$ cat config.mk
export PLATFORM = sky130hd
export DESIGN_NAME = rxf_frame_fifo
export DESIGN_NICKNAME = d
export VERILOG_FILES = /design/src/rtl/rxf_pkg.sv /design/src/rtl/rxf_admit.sv /design/src/rtl/rxf_store.sv /design/src/rtl/rxf_ovr_flags.sv /design/src/rtl/rxf_frame_fifo.sv
export SDC_FILE = /design/constraint.sdc
export NUM_CORES = 1
export LEC_CHECK = 0
export BUFFER_PORTS_ARGS = -buffer_cell sky130_fd_sc_hd__buf_2
export CAP_MARGIN = 20
export CORE_ASPECT_RATIO = 0.9
export CORE_MARGIN = 2
export CORE_UTILIZATION = 34
export DETAILED_ROUTE_END_ITERATION = 7
export MAX_ROUTING_LAYER = met4
export PLACE_DENSITY = 0.58
export SKIP_LAST_GASP = 1
export SYNTH_ARGS = -nofsm -noshare
export SYNTH_HDL_FRONTEND = slang
export SYNTH_HIERARCHICAL = 1
export SYNTH_SLANG_ARGS = --single-unit
$ cat constraint.sdc
create_clock -name clk_i -period 7.5 [get_ports clk_i]
set_input_delay 0.375 -clock clk_i [delete_from_list [all_inputs] [get_ports clk_i]]
set_output_delay 0.375 -clock clk_i [all_outputs]
set_load 0.1 [all_outputs]
$ cat src/rtl/rxf_pkg.sv
package rxf_pkg;
    localparam int WORD_W     = 32;
    localparam int FMT_LEN_LSB = 0;
    localparam int FMT_LEN_W  = 5;
    localparam int FMT_FD_BIT = 9;

    // Number of words that follow the format word
    function automatic logic [FMT_LEN_W-1:0] fmt_len(input logic [WORD_W-1:0] w);
        return w[FMT_LEN_LSB +: FMT_LEN_W];
    endfunction
endpackage

$ cat src/rtl/rxf_admit.sv
module rxf_admit
    import rxf_pkg::*;
#(
    parameter int DEPTH = 16,
    parameter int AW    = $clog2(DEPTH),
    parameter int CW    = AW + 1
) (
    input  logic              clk_i,
    input  logic              rst_ni,
    input  logic              soft_rst_i,
    input  logic              wr_valid_i,
    input  logic              wr_first_i,
    input  logic [WORD_W-1:0] wr_data_i,
    input  logic [CW-1:0]     rd_ptr_i,
    output logic              mem_we_o,
    output logic [AW-1:0]     mem_addr_o,
    output logic [WORD_W-1:0] mem_wdata_o,
    output logic [CW-1:0]     commit_ptr_o,
    output logic              ovr_evt_o
);
    localparam int CMP_W = ((CW > FMT_LEN_W + 1) ? CW : FMT_LEN_W + 1) + 1;

    typedef struct packed {
        logic [CW-1:0]        wr_ptr;
        logic [CW-1:0]        commit_ptr;
        logic [FMT_LEN_W-1:0] remain;
        logic                 active;
    } admit_t;

    admit_t st_d, st_q;
    logic [CW-1:0]        used;
    logic [CMP_W-1:0]     free_w, need_w;
    logic [FMT_LEN_W-1:0] len;

    always_comb begin
        st_d        = st_q;
        mem_we_o    = 1'b0;
        mem_addr_o  = st_q.wr_ptr[AW-1:0];
        mem_wdata_o = wr_data_i;
        ovr_evt_o   = 1'b0;
        len         = fmt_len(wr_data_i);
        used        = st_q.commit_ptr - rd_ptr_i;
        free_w      = CMP_W'(DEPTH) - CMP_W'(used);
        need_w      = CMP_W'(len) + CMP_W'(1);

        if (soft_rst_i) begin
            st_d = '0;
        end else if (wr_valid_i && wr_first_i) begin
            // A new frame always starts at the commit point; an open frame is dropped
            if (need_w <= free_w) begin
                mem_we_o   = 1'b1;
                mem_addr_o = st_q.commit_ptr[AW-1:0];
                st_d.wr_ptr = st_q.commit_ptr + CW'(1);
                if (len == '0) begin
                    st_d.commit_ptr = st_q.commit_ptr + CW'(1);
                    st_d.active     = 1'b0;
                    st_d.remain     = '0;
                end else begin
                    st_d.active = 1'b1;
                    st_d.remain = len;
                end
            end else begin
                ovr_evt_o   = 1'b1;
                st_d.active = 1'b0;
                st_d.remain = '0;
                st_d.wr_ptr = st_q.commit_ptr;
            end
        end else if (wr_valid_i && st_q.active) begin
            mem_we_o    = 1'b1;
            mem_addr_o  = st_q.wr_ptr[AW-1:0];
            st_d.wr_ptr = st_q.wr_ptr + CW'(1);
            st_d.remain = st_q.remain - FMT_LEN_W'(1);
            if (st_q.remain == FMT_LEN_W'(1)) begin
                st_d.commit_ptr = st_q.wr_ptr + CW'(1);
                st_d.active     = 1'b0;
            end
        end
    end

    always_ff @(posedge clk_i or negedge rst_ni) begin
        if (!rst_ni) st_q <= '0;
        else         st_q <= st_d;
    end

    assign commit_ptr_o = st_q.commit_ptr;
endmodule

$ cat src/rtl/rxf_store.sv
module rxf_store
    import rxf_pkg::*;
#(
    parameter int DEPTH = 16,
    parameter int AW    = $clog2(DEPTH),
    parameter int CW    = AW + 1
) (
    input  logic              clk_i,
    input  logic              rst_ni,
    input  logic              soft_rst_i,
    input  logic              we_i,
    input  logic [AW-1:0]     waddr_i,
    input  logic [WORD_W-1:0] wdata_i,
    input  logic [CW-1:0]     commit_ptr_i,
    input  logic              rd_strobe_i,
    output logic [WORD_W-1:0] rd_data_o,
    output logic [CW-1:0]     rd_ptr_o,
    output logic [CW-1:0]     level_o,
    output logic              rxne_o
);
    typedef struct packed {
        logic [CW-1:0] rd_ptr;
    } rd_t;

    rd_t               st_d, st_q;
    logic [WORD_W-1:0] mem_q [DEPTH];
    logic              empty;

    always_comb begin
        st_d    = st_q;
        level_o = commit_ptr_i - st_q.rd_ptr;
        empty   = (level_o == '0);
        rd_data_o = empty ? '0 : mem_q[st_q.rd_ptr[AW-1:0]];
        if (soft_rst_i)                 st_d.rd_ptr = '0;
        else if (rd_strobe_i && !empty) st_d.rd_ptr = st_q.rd_ptr + CW'(1);
    end

    always_ff @(posedge clk_i or negedge rst_ni) begin
        if (!rst_ni) st_q <= '0;
        else         st_q <= st_d;
    end

    always_ff @(posedge clk_i) begin
        if (we_i) mem_q[waddr_i] <= wdata_i;
    end

    assign rd_ptr_o = st_q.rd_ptr;
    assign rxne_o   = !empty;
endmodule

$ cat src/rtl/rxf_ovr_flags.sv
module rxf_ovr_flags (
    input  logic clk_i,
    input  logic rst_ni,
    input  logic soft_rst_i,
    input  logic ovr_evt_i,
    input  logic clr_dor_i,
    input  logic clr_doi_i,
    output logic dor_o,
    output logic doi_o
);
    typedef struct packed {
        logic dor;
        logic doi;
    } flags_t;

    flags_t st_d, st_q;

    always_comb begin
        st_d = st_q;
        // Status: a fresh overrun outranks the clear command
        if (soft_rst_i)     st_d.dor = 1'b0;
        else if (ovr_evt_i) st_d.dor = 1'b1;
        else if (clr_dor_i) st_d.dor = 1'b0;
        // Interrupt: set from the registered status level, clear outranks set
        if (soft_rst_i || clr_doi_i) st_d.doi = 1'b0;
        else if (st_q.dor)           st_d.doi = 1'b1;
    end

    always_ff @(posedge clk_i or negedge rst_ni) begin
        if (!rst_ni) st_q <= '0;
        else         st_q <= st_d;
    end

    assign dor_o = st_q.dor;
    assign doi_o = st_q.doi;
endmodule

$ cat src/rtl/rxf_frame_fifo.sv
module rxf_frame_fifo
    import rxf_pkg::*;
#(
    parameter int DEPTH = 16
) (
    input  logic                   clk_i,
    input  logic                   rst_ni,
    input  logic                   soft_rst_i,
    input  logic                   wr_valid_i,
    input  logic                   wr_first_i,
    input  logic [31:0]            wr_data_i,
    input  logic                   rd_strobe_i,
    output logic [31:0]            rd_data_o,
    output logic                   rxne_o,
    output logic [$clog2(DEPTH):0] rx_words_o,
    input  logic                   clr_dor_i,
    input  logic                   clr_doi_i,
    output logic                   dor_o,
    output logic                   doi_o
);
    localparam int AW = $clog2(DEPTH);
    localparam int CW = AW + 1;

    logic              mem_we;
    logic [AW-1:0]     mem_addr;
    logic [WORD_W-1:0] mem_wdata;
    logic [CW-1:0]     commit_ptr, rd_ptr;
    logic              ovr_evt;

    rxf_admit #(.DEPTH(DEPTH), .AW(AW), .CW(CW)) u_admit (
        .clk_i        (clk_i),
        .rst_ni       (rst_ni),
        .soft_rst_i   (soft_rst_i),
        .wr_valid_i   (wr_valid_i),
        .wr_first_i   (wr_first_i),
        .wr_data_i    (wr_data_i),
        .rd_ptr_i     (rd_ptr),
        .mem_we_o     (mem_we),
        .mem_addr_o   (mem_addr),
        .mem_wdata_o  (mem_wdata),
        .commit_ptr_o (commit_ptr),
        .ovr_evt_o    (ovr_evt)
    );

    rxf_store #(.DEPTH(DEPTH), .AW(AW), .CW(CW)) u_store (
        .clk_i        (clk_i),
        .rst_ni       (rst_ni),
        .soft_rst_i   (soft_rst_i),
        .we_i         (mem_we),
        .waddr_i      (mem_addr),
        .wdata_i      (mem_wdata),
        .commit_ptr_i (commit_ptr),
        .rd_strobe_i  (rd_strobe_i),
        .rd_data_o    (rd_data_o),
        .rd_ptr_o     (rd_ptr),
        .level_o      (rx_words_o),
        .rxne_o       (rxne_o)
    );

    rxf_ovr_flags u_flags (
        .clk_i      (clk_i),
        .rst_ni     (rst_ni),
        .soft_rst_i (soft_rst_i),
        .ovr_evt_i  (ovr_evt),
        .clr_dor_i  (clr_dor_i),
        .clr_doi_i  (clr_doi_i),
        .dor_o      (dor_o),
        .doi_o      (doi_o)
    );
endmodule

# ---- Word level (Yosys, flattened, before mapping)
# Memories as Yosys holds them, arrays and structs flattened.
# Index checks and enable logic that the tools add are counted.
dict set report totals {
  ramBits 512
  reg_bits 23
  out_inout_bits 40
  memories 1
}
dict set report classes {
  magnitude_cmp 1
  n_eq_ne 3
  n_mux 30
  n_reduce_logical 14
  addsub 7
}
# memory depth width rd rd_ports_with_merged_regs write_ports line_no
set memory_table {}
lappend memory_table {u_store.mem_q 16 32 1 0 1 rxf_store.sv:26} ;# logic [WORD_W-1:0] mem_q [DEPTH];
# cell n
set ops {}
lappend ops {{$mux W16} 3}
lappend ops {{$mux W32} 1}
lappend ops {{$mux W5} 6}
lappend ops {{$add A5 B1 Y5 const B} 3}
lappend ops {{$mux W1} 15}
lappend ops {{$mux W4} 3}
lappend ops {{$mux W6} 2}
lappend ops {{$logic_not A5 Y1} 2}
lappend ops {{$reduce_bool A3 Y1} 3}
lappend ops {{$le A7 B7 Y1} 1}
lappend ops {{$add A5 B1 Y6 const B} 1}
lappend ops {{$ne A3 B3 Y1 const B} 2}
lappend ops {{$sub A5 B5 Y6 const A} 1}
lappend ops {{$eq A5 B1 Y1 const B} 1}
lappend ops {{$sub A5 B1 Y5 const B} 1}
lappend ops {{$sub A5 B5 Y5} 1}
lappend ops {{$reduce_and A4 Y1} 1}
lappend ops {{$reduce_bool A2 Y1} 2}
lappend ops {{$logic_and A1 B1 Y1} 3}
lappend ops {{$reduce_and A2 Y1} 1}
lappend ops {{$logic_not A1 Y1} 1}
lappend ops {{$logic_or A1 B1 Y1} 1}

# ---- Depth between registers and ports, before layout
# Gate-level depths: netlist of run 1.
dict set report logic_depth {
  ltp_word 8
  ltp_mapped 16
}

# ---- By module
# The synthesis of run 1 kept the hierarchy.
# module cells_per_inst instances area_per_inst_um2
set modules_own_cells {}
lappend modules_own_cells {rxf_store 823 1 20000.4}
lappend modules_own_cells {rxf_admit 255 1 2019.4}
lappend modules_own_cells {rxf_ovr_flags 7 1 77.6}

# ---- Least setup slack after synthesis of run 1
# Ideal clock, no wire load.
dict set report synth_path {
  kind {register to register}
  start {register u_admit.st_q, in the netlist u_admit/commit_ptr_o[0]}
  end {memory u_store.mem_q[0][0], enable pin}
  t_required_ns 7.039
  arrival_ns 5.988
  setup_slack_ns 1.051
  stages_incl_launch_ff 17
  n_path_buf 0
  setup_time_ns 0.461
  path_cell_list {dfrtp_1 -> inv_1 -> ha_1 -> fa_1 -> nand2b_1 -> a21oi_1 -> xnor2_1 -> xnor2_1 -> ha_1 -> and3_1 -> o21ai_0 -> a31oi_1 -> nor2_1 -> o21ai_2 -> mux2_2 -> or3b_1 -> nor3_1}
}
dict set report synth_via {
  elab_cells_between_ends 11
}
# element line_no
set synth_rtl {}
lappend synth_rtl {{start, declared} rxf_admit.sv:30} ;# admit_t st_d, st_q;
lappend synth_rtl {{start signal, assigned} rxf_admit.sv:82} ;# else st_q <= st_d;
lappend synth_rtl {{$sub A5 B5 Y5} rxf_admit.sv:42} ;# used = st_q.commit_ptr - rd_ptr_i;
lappend synth_rtl {{$sub A5 B5 Y6} rxf_admit.sv:43} ;# free_w = CMP_W'(DEPTH) - CMP_W'(used);
lappend synth_rtl {{$le A7 B7 Y1} rxf_admit.sv:50} ;# if (need_w <= free_w) begin
lappend synth_rtl {{$mux W4} rxf_admit.sv:50}
lappend synth_rtl {{$mux W4} rxf_admit.sv:48} ;# end else if (wr_valid_i && wr_first_i) begin
lappend synth_rtl {{$mux W4} rxf_admit.sv:46} ;# if (soft_rst_i) begin
lappend synth_rtl {{net mem_addr[2]} rxf_frame_fifo.sv:25} ;# logic [AW-1:0] mem_addr;
lappend synth_rtl {{end, declared} rxf_store.sv:26}
# The timed path passes the listed nets, and every way through them passes these cells.

# ---- Final worst setup path of run 1
dict set report layout_path {
  start {register u_store.st_q, in the netlist u_store/rd_ptr_o[0]}
  end {memory u_store.mem_q[2][23], enable pin}
}
dict set report layout_via {
  elab_cells_between_ends 11
}
# element line_no
set layout_rtl {}
lappend layout_rtl {{start, declared} rxf_store.sv:25} ;# rd_t st_d, st_q;
lappend layout_rtl {{start signal, assigned} rxf_store.sv:40} ;# else st_q <= st_d;
lappend layout_rtl {{$sub A5 B5 Y5} rxf_admit.sv:42}
lappend layout_rtl {{$sub A5 B5 Y6} rxf_admit.sv:43}
lappend layout_rtl {{$le A7 B7 Y1} rxf_admit.sv:50}
lappend layout_rtl {{$mux W4} rxf_admit.sv:50}
lappend layout_rtl {{$mux W4} rxf_admit.sv:48}
lappend layout_rtl {{$mux W4} rxf_admit.sv:46}
lappend layout_rtl {{net mem_addr[2]} rxf_frame_fifo.sv:25}
# The timed path passes the listed nets, and every way through them passes these cells.

==> results.py, run 1 <==
metrics = {
    "final_layout": {
        "final_util_pct": 39.0,
        "n_antenna_cell": 0,
        "syn2layout_area_growth_pct": 13.2,
        "drive_gt1_share_pct": 30.9,
        "final-instance-count-excl-fill": 2052,
        "layout.nets": 1229,
    },
    "die": {
        "initial_core_util_pct": 34.4,
        "rows": 88,
        "die_y_um": 246,
        "ios": 80,
        "core_um2": 64200,
        "die_area_um2": 67100,
        "die_w_um": 273,
    },
    "synthesis": {
        "synth_edf_count": 512,
        "synth_nets": 1150,
        "avgSynthCellArea_um2": 20.4,
        "yosysSeqAreaShare_pct": 72.2,
        "ys_warn_count": 6,
        "synthDistinctLibCells": 61,
        "synth.cell_area_um2": 22100,
        "synthFlopType": "edfxtp_1",
        "synth_seq_cells": 535,
        "syn_inst": 1085,
        "ys_async_sr_fraction_pct": 4.30,
    },
    "detailed_routing": {
        "first_iter_violations": 937,
        "drt_first_pass_iters": 5,
        "drc_errors": 0,
        "via_count": 10500,
        "antenna_left": 0,
        "wl_um": 47600,
        "routed_via_density": 5.14,
        "routedWlPerCell_um": 23.2,
    },
    "worst_setup_path": {
        "startpoint_type": "flop",
        "crit_arrival_ps": 6450,
        "worst-r2r-cell-count": 16,
        "cp.depth": 16,
        "r2r_slack_ps": 1320,
        "slowest_delay_ps": 750,
        "crit_family": "simple AND/OR/NAND/NOR gates",
        "path_class": "flop to flop",
        "startpoint": "u_store/rd_ptr_o[0]$_DFFE_PN0P_",
        "path_cells": "ha_1 -> fa_1 -> nand2b_1 -> a21oi_1 -> xnor2_1 -> xnor2_1 -> ha_1 -> and3_1 -> o21ai_0 -> a31oi_1 -> nor2_1 -> o21ai_2 -> mux2_2 -> or3b_1 -> nor2_4 -> buf_4",
        "crit_buf_inv": 1,
        "cp-end-kind": "flop",
        "crit_path_top_delay_cell": "dfrtp_4",
        "crit_fanout": 37,
        "crit_end": "u_store/mem_q[2][23]$_DFFE_PP_",
        "regToRegStartpoint": "u_store/rd_ptr_o[0]$_DFFE_PN0P_",
        "cp.required_ps": 7770,
        "timing.rr.end": "u_store/mem_q[2][23]$_DFFE_PP_",
    },
    "clock_network": {
        "cts_tree": "yes",
        "clk_path_buf_depth": 3,
        "cts.sinks": 535,
        "numCtsBuffers": 51,
        "clock_latency_ps": 580,
        "htreeDepth": 2,
        "cts-root-buf": "clkbuf_16",
        "cts_resized": 0,
        "hold_buffers": 2,
        "post_cts_buffers": 0,
        "clk_pin_slew_ps": 60,
    },
    "min_path": {
        "hold_path.class": "primary input to flop",
    },
    "placement": {
        "post-place-ws_ps": 1380,
        "dp.cells": 1963,
        "hpwl_um": 29400,
        "io_buffers": 79,
        "gp_congestion": 0.826,
    },
    "sta": {
        "fin_crit_sh_pct": 82.4,
        "fmaxAchievable_mhz": 162,
        "worst_pin_slew_ps": 1040,
        "layout_setup_ws_ps": 1320,
        "hold_viol_final": 0,
        "period_minus_slack_ps": 6180,
        "max_slew_margin_pct": 30.8,
        "finClkSkew_ps": 18.5,
        "finalSetupViolations": 0,
        "rsz0062_at_grt": "false",
        "fin_setup_tns_ps": 0,
        "drv_slew": 0,
    },
    "power_and_ir_drop": {
        "p_leak_nw": 7.97,
        "ir_worst_vdd_v": 0.000334,
        "power.density_nw_per_um2": 388,
    },
    "outcome": {
        "status": "finished, final reports clean",
    },
    "global_routing": {
        "grt_pass1_vias": 11000,
        "overflow": 0,
        "grt_use_total_pct": 14.9,
        "grt_pass1_wl_um": 72500,
        "grt_max_degree": 69,
        "antenna_found_initial": 0,
    },
    "flow_run": {
        "maxCapViolations": 0,
    },
}
cell type report:
class	count	area, um^2
Clock buffer	59	1350
Tap cell	855	1070
Sequential cell	535	16000
Timing Repair Buffer	108	736
Fill cell	5701	39200
Inverter	27	101
Multi-Input combinational cell	441	5610
Clock inverter	27	181
through the flow:
step	hold WS (ps)	cell area [um^2]	power, mW
floorplan	79.4	22100	6.65
global placement	404	23300	7.38
detailed placement	403	23400	7.40
CTS	40.9	25000	9.81
global route	97.3	25000	10.1
finish	84.2	25000	9.69
state kept, by name (all words and copies together) (netlist names):
register,cells
u_flags/doi_o,1
u_store/rd_ptr_o,5
u_admit/st_q,11
u_admit/commit_ptr_o,5
u_flags/dor_o,1
u_store/mem_q,512
where the power goes:
group	internal (mW)	switching, mW	leakage (nW)
Combinational	1.14	2.70	2.31
Sequential	3.36	0.0946	4.92
Clock	1.34	1.05	0.747
Total	5.84	3.85	7.97
tightest hold or removal path, stage by stage:
cell	delay [ps]
buf_2	70
nand2b_1	110
a21oi_2	60
synthesized netlist by cell type (all sizes together), types with 9 or more instances:
cell,number,share of area [%]
nor2,41,0.70
mux2,9,0.46
xor2,11,0.44
nand2,22,0.37
o21ai,14,0.33
mux4,160,16
clkbuf,22,0.42
nand3,16,0.36
a21oi,20,0.47
edfxtp,512,70
ha,23,1.3
nor2b,36,1.0
nor3,10,0.23
inv,27,0.46
dfrtp,23,2.6
buf,60,2.1
logic make-up after synthesis:
family	count (synthesis)	share of synthesized area [%]
flops	535	72.2
xor+xnor	19	0.753
buf+inv	109	2.94
compound gates	65	1.96
fa+ha+maj	25	1.48
mux	170	16.8
simple gates	162	3.86
cell usage in the layout, fill, tap and decap left out, drive strengths merged, types with 22 or more instances in the layout:
cell type / count
inv: 27
buf: 106
edfxtp: 512
nor2: 41
clkbuf: 59
mux4: 160
nand2: 22
ha: 23
nor2b: 36
dfrtp: 23
clkinv: 22
worst min path at each step:
| stage | start | to | slack (ps) | cells after the start |
|---|---|---|---|---|
| floorplan | rst_ni | u_admit/commit_ptr_o[0]$_DFFE_PN0P_ | 80 | 0 |
| global placement | rst_ni | u_admit/commit_ptr_o[4]$_DFFE_PN0P_ | 400 | 1 |
| detailed placement | rst_ni | u_admit/commit_ptr_o[4]$_DFFE_PN0P_ | 400 | 1 |
| CTS | clr_dor_i | u_flags/dor_o$_DFFE_PN0P_ | 40 | 3 |
| global route | clr_dor_i | u_flags/dor_o$_DFFE_PN0P_ | 100 | 3 |
| finish | clr_dor_i | u_flags/dor_o$_DFFE_PN0P_ | 80 | 3 |
routing by layer:
layer | vias up | wire length, um | track usage [%]
met5 | - | 0 | -
met4 | 0 | 820 | 3.70
met3 | 61 | 2250 | 2.19
met2 | 263 | 22300 | 22.6
met1 | 5655 | 22300 | 21.3
li1 | 4561 | - | -
(Power assumes the default switching activity.)
==> inputs of run 2 (changes only) <==
==> constraint.sdc (replaced) <==
create_clock -name clk_i -period 6.06 [get_ports clk_i]
set_input_delay 0.303 -clock clk_i [delete_from_list [all_inputs] [get_ports clk_i]]
set_output_delay 0.303 -clock clk_i [all_outputs]
set_load 0.1 [all_outputs]
==> run 2 against run 1 <==
  * Combinational power up 24%
  * Die area did not move
  * Clock-buffer cell count grew 11
  * Critical path depth increased by 1
  * Routed wire length is 0.31% higher
  * Sequential share of layout area fell by 0.60 points
  * Worst setup slack lost 700 ps
  * Sequential power up 23%
  * Cell count is 1.0% higher
  * First-iteration DRC count up 0.21%
  * Hold slack lost 18 ps
  * Via count shrank 0.32%
  * Critical path type unchanged
  * Largest power group unchanged
==> results.py, run 2 (synthesis results as in run 1) <==
metrics = {
    "die": {
        "ios": 80,
        "core_um2": 64200,
        "die_y_um": 246,
        "initial_core_util_pct": 34.4,
        "die_w_um": 273,
        "rows": 88,
        "die_area_um2": 67100,
    },
    "flow_run": {
        "maxCapViolations": 0,
    },
    "detailed_routing": {
        "first_iter_violations": 939,
        "drt_first_pass_iters": 4,
        "antenna_left": 0,
        "drc_errors": 0,
        "routed_via_density": 5.07,
        "wl_um": 47800,
        "routedWlPerCell_um": 23.0,
        "via_count": 10500,
    },
    "clock_network": {
        "clk_pin_slew_ps": 60,
        "cts-root-buf": "clkbuf_16",
        "cts_tree": "yes",
        "clk_path_buf_depth": 3,
        "cts.sinks": 535,
        "hold_buffers": 3,
        "htreeDepth": 2,
        "clock_latency_ps": 610,
        "post_cts_buffers": 0,
        "cts_resized": 0,
        "numCtsBuffers": 53,
    },
    "power_and_ir_drop": {
        "power.total_mw": 12.2,
        "ir_worst_vdd_v": 0.000497,
        "p_leak_nw": 8.08,
        "power.density_nw_per_um2": 484,
    },
    "sta": {
        "hold_viol_final": 0,
        "fmaxAchievable_mhz": 184,
        "rsz0062_at_grt": "false",
        "drv_slew": 0,
        "finalSetupViolations": 0,
        "finClkSkew_ps": 14.7,
        "whs_ps": 66.2,
        "fin_setup_tns_ps": 0,
        "max_slew_margin_pct": 30.1,
        "period_minus_slack_ps": 5440,
        "layout_setup_ws_ps": 621,
        "worst_pin_slew_ps": 1050,
        "fin_crit_sh_pct": 89.8,
    },
    "final_layout": {
        "register_area_um2": 16000,
        "final_cell_mix": "512 x edfxtp_1, 160 x mux4_2, 79 x buf_2",
        "multi_input_area_um2": 5630,
        "drive_gt1_share_pct": 31.4,
        "reg.largest.list": "u_store/mem_q: 512 flops, u_admit/st_q: 11 flops",
        "top_register": "u_store/mem_q",
        "largest_register_ff_count": 512,
        "nFillCells": 5746,
        "n_antenna_cell": 0,
        "final_common_cell": "edfxtp_1",
        "layout.nets": 1240,
        "syn2layout_area_growth_pct": 14.2,
    },
    "global_routing": {
        "grt_max_degree": 66,
        "grt_pass1_wl_um": 72300,
        "antenna_found_initial": 1,
        "grt_pass1_vias": 10900,
        "grt_use_total_pct": 15.0,
        "overflow": 0,
    },
    "worst_setup_path": {
        "path_class": "flop to flop",
        "crit_fanout": 25,
        "cp-end-kind": "flop",
        "worst-r2r-cell-count": 17,
        "startpoint_type": "flop",
        "crit_arrival_ps": 5690,
        "cp.required_ps": 6310,
    },
    "placement": {
        "post-place-ws_ps": 710,
        "io_buffers": 79,
        "hpwl_um": 27900,
        "gp_congestion": 0.787,
    },
    "outcome": {
        "status": "finished, final reports clean",
    },
    "min_path": {
        "hold_depth": 1,
        "hold_path.class": "primary input to flop",
    },
}
-- run 2: changes by cell type in the layout (fill, tap and decap cells not counted), sizes merged --
cell | previous run | this run
clkbuf | 59 | 70
buf | 106 | 114
bufinv | 2 | 5
clkinvlp | 3 | 0
inv | 27 | 29
clkinv | 22 | 21
dlygate4sd3 | 2 | 3
-- run 2: per-stage QoR --
stage / area [um^2] / instances / util (%)
2_1_floorplan: 22100 / 1085 / -
3_3_place_gp: 23500 / 1971 / 36.6
3_5_place_dp: 23500 / 1971 / 36.6
4_1_cts: 25200 / 2072 / 39.3
5_1_grt: 25200 / 2073 / 39.3
6_report: 25200 / 2073 / 39.3
-- run 2: power breakdown --
| part | switching (mW) | internal, mW | leakage [nW] |
|---|---|---|---|
| combinational | 3.36 | 1.41 | 2.33 |
| clock | 1.37 | 1.85 | 0.833 |
| sequential | 0.0716 | 4.16 | 4.92 |
-- run 2: per-layer routing --
metal | track usage (%) | part of all wire (%) | vias to the layer above
met3 | 2.13 | 3.8 | 60
met1 | 20.5 | 46 | 5635
met4 | 3.85 | 1.8 | 0
met2 | 23.6 | 49 | 204
met5 | - | 0 | -
li1 | - | - | 4607
-- run 2: path summary, 6_finish.rpt --
path / start / to / slack, ps
max reg2reg: u_admit/commit_ptr_o[0]$_DFFE_PN0P_ / u_store/mem_q[0][12]$_DFFE_PP_ / 620
min: wr_data_i[15] / u_store/mem_q[5][15]$_DFFE_PP_ / 70
max: u_admit/commit_ptr_o[0]$_DFFE_PN0P_ / u_store/mem_q[0][12]$_DFFE_PP_ / 620
max in group asynchronous: rst_ni / u_store/rd_ptr_o[0]$_DFFE_PN0P_ / 5360
min in group asynchronous: rst_ni / u_store/rd_ptr_o[2]$_DFFE_PN0P_ / 250
min reg2reg: u_admit/st_q[2]$_DFFE_PN0P_ / u_admit/st_q[2]$_DFFE_PN0P_ / 550
-- run 2: worst max-delay path, cell delays in order, from the launching register on --
cell and delay [ps]:
dfrtp_1 470, inv_1 100, ha_1 210, fa_1 420, nand2b_1 180, a21oi_1 240, xnor2_1 240, xnor2_1 130
ha_1 320, and3_1 200, o21ai_0 100, a31oi_1 260, nor2_1 180, o21ai_2 450, mux2_2 430, or3b_1 560
nor3_4 210, buf_4 390
-- run 2: area by class of cell --
type,count,area share (%)
well taps,855,4.24
clock buffers,70,5.55
multi-input cells,441,22.3
inverters,27,0.402
flip-flops and latches,535,63.2
clock inverters,28,1.22
repair buffers,117,3.05
==> inputs of run 3 (changes only) <==
==> constraint.sdc (replaced) <==
create_clock -name clk_i -period 6.4 [get_ports clk_i]
set_input_delay 0.32 -clock clk_i [delete_from_list [all_inputs] [get_ports clk_i]]
set_output_delay 0.32 -clock clk_i [all_outputs]
set_load 0.1 [all_outputs]
==> run 3 against run 2 <==
  * Sequential power is 5.9% lower
  * Combinational power shrank 5.0%
  * Clock skew grew 6.4 ps
  * Non-clock buffer count is 8 lower
  * Via count grew 0.32%
  * Largest power group unchanged
  * Critical path depth unchanged
  * Final area barely moved
  * Sequential share of layout area is 0.063 points higher
  * Clock power down 5%
  * Global-route usage rose by 0.21 points
  * Largest cell class unchanged
==> results.py, run 3 (synthesis results as in run 1) <==
metrics = {
    "die": {
        "core_um2": 64200,
        "initial_core_util_pct": 34.4,
        "rows": 88,
        "ios": 80,
        "die_y_um": 246,
        "die_w_um": 273,
        "die_area_um2": 67100,
    },
    "detailed_routing": {
        "drc_errors": 0,
        "routed_via_density": 5.09,
        "wl_um": 48700,
        "antenna_left": 0,
        "routedWlPerCell_um": 23.5,
        "drt_first_pass_iters": 5,
        "via_count": 10500,
        "first_iter_violations": 824,
    },
    "sta": {
        "whs_ps": 93.5,
        "finClkSkew_ps": 21.1,
        "fin_setup_tns_ps": 0,
        "fin_crit_sh_pct": 88.5,
        "rsz0062_at_grt": "false",
        "period_minus_slack_ps": 5660,
        "worst_pin_slew_ps": 952,
        "finalSetupViolations": 0,
        "layout_setup_ws_ps": 735,
        "drv_slew": 0,
        "max_slew_margin_pct": 36.6,
        "hold_viol_final": 0,
        "fmaxAchievable_mhz": 177,
    },
    "flow_run": {
        "maxCapViolations": 0,
    },
    "worst_setup_path": {
        "r2r_slack_ps": 740,
        "path_class": "flop to flop",
        "cp.required_ps": 6710,
        "worst-r2r-cell-count": 17,
        "timing.rr.end": "u_store/mem_q[3][26]$_DFFE_PP_",
        "crit_fanout": 17,
        "startpoint_type": "flop",
        "regToRegStartpoint": "u_admit/commit_ptr_o[0]$_DFFE_PN0P_",
        "cp-end-kind": "flop",
        "crit_arrival_ps": 5980,
    },
    "power_and_ir_drop": {
        "power.total_mw": 11.6,
        "power.density_nw_per_um2": 459,
        "ir_worst_vdd_v": 0.000405,
        "p_leak_nw": 8.06,
    },
    "min_path": {
        "hold_start": "wr_data_i[14]",
        "min_to": "u_store/mem_q[12][14]$_DFFE_PP_",
        "hold_depth": 1,
        "hold_path.class": "primary input to flop",
    },
    "placement": {
        "dp.cells": 1963,
        "post-place-ws_ps": 735,
        "gp_congestion": 0.830,
        "io_buffers": 79,
        "hpwl_um": 28300,
    },
    "final_layout": {
        "layout.nets": 1233,
        "drive_gt1_share_pct": 31.3,
        "final_cell_mix": "512 x edfxtp_1, 160 x mux4_2, 79 x buf_2",
        "largest_register_ff_count": 512,
        "final_common_cell": "edfxtp_1",
        "final-instance-count-excl-fill": 2069,
        "reg.largest.list": "u_store/mem_q: 512 flops, u_admit/st_q: 11 flops",
        "syn2layout_area_growth_pct": 14.1,
        "top_register": "u_store/mem_q",
    },
    "clock_network": {
        "cts_tree": "yes",
        "numCtsBuffers": 54,
        "cts.sinks": 535,
        "htreeDepth": 2,
        "clk_pin_slew_ps": 60,
        "clock_latency_ps": 600,
        "post_cts_buffers": 0,
        "cts-root-buf": "clkbuf_16",
        "clk_path_buf_depth": 3,
    },
    "global_routing": {
        "grt_use_total_pct": 15.2,
        "grt_pass1_vias": 10900,
        "antenna_found_initial": 2,
        "grt_max_degree": 101,
        "grt_pass1_wl_um": 73100,
        "overflow": 0,
    },
    "outcome": {
        "status": "finished, final reports clean",
    },
}
[run 3: changes by cell type in the layout (fill, tap and decap cells not counted), sizes merged]
| cell | delta |
|---|---|
| clkbuf | -6 |
| bufinv | -1 |
| diode | +1 |
| clkinvlp | +3 |
| clkinv | +4 |
| buf | -8 |
| inv | +3 |
[run 3: how the worst max path moves through the flow]
stage                                        start                              to  slack (ps)
3_5_place_dp   u_admit/commit_ptr_o[0]$_DFFE_PN0P_  u_store/mem_q[9][21]$_DFFE_PP_         730
5_1_grt        u_admit/commit_ptr_o[0]$_DFFE_PN0P_  u_store/mem_q[3][22]$_DFFE_PP_         330
4_1_cts        u_admit/commit_ptr_o[0]$_DFFE_PN0P_  u_store/mem_q[9][21]$_DFFE_PP_         740
3_3_place_gp   u_admit/commit_ptr_o[0]$_DFFE_PN0P_  u_store/mem_q[9][19]$_DFFE_PP_         950
2_1_floorplan  u_admit/commit_ptr_o[0]$_DFFE_PN0P_   u_store/mem_q[4][0]$_DFFE_PP_         150
6_report       u_admit/commit_ptr_o[0]$_DFFE_PN0P_  u_store/mem_q[3][26]$_DFFE_PP_         740
[run 3: worst max-delay path, cell delays in order (launching register included)]
cell      delay, ps
dfrtp_1         460
inv_1           120
ha_1            220
fa_1            430
nand2b_1        190
a21oi_1         240
xnor2_1         230
xnor2_1         130
ha_1            320
and3_1          190
o21ai_0         100
a31oi_1         260
nor2_1          170
o21ai_2         410
mux2_2          420
or3b_1          560
nor2_4          610
buf_4           310
[run 3: where the power goes]
| part | switching (mW) | internal (mW) | total, mW |
|---|---|---|---|
| registers | 0.0464 | 3.94 | 3.98 |
| logic | 3.21 | 1.33 | 4.53 |
| clock network | 1.32 | 1.74 | 3.06 |
| total | 4.57 | 7.01 | 11.6 |
[run 3: routing by layer]
metal  track usage, %  up-vias  wire length (um)
li1                 -     4576                 -
met1             20.8     5647             21900
met2             24.0      253             23900
met3             2.17       64              2050
met4             3.73        0               782
met5                -        -                 0
[run 3: timing repair]
| item | in CTS | in global routing |
|---|---|---|
| gates resized for setup | 0 | 0 |
| hold buffers | 3 | 0 |
| endpoints found under the hold margin | 25 | 0 |
[run 3: layout make-up]
cell class	count	area, um^2
fill	5696	39000
sequential	535	16000
multi-input combinational	441	5610
clock buffer	64	1410
tap	855	1070
timing repair buffer	109	748
clock inverter	37	312
inverter	27	101
antenna	1	2.50
[run 3: through the flow]
step	utilization, %	cell area, um^2
CTS	39.2	25200
floorplan	-	22100
global placement	36.5	23400
finish	39.3	25200
global route	39.3	25200
detailed placement	36.5	23400
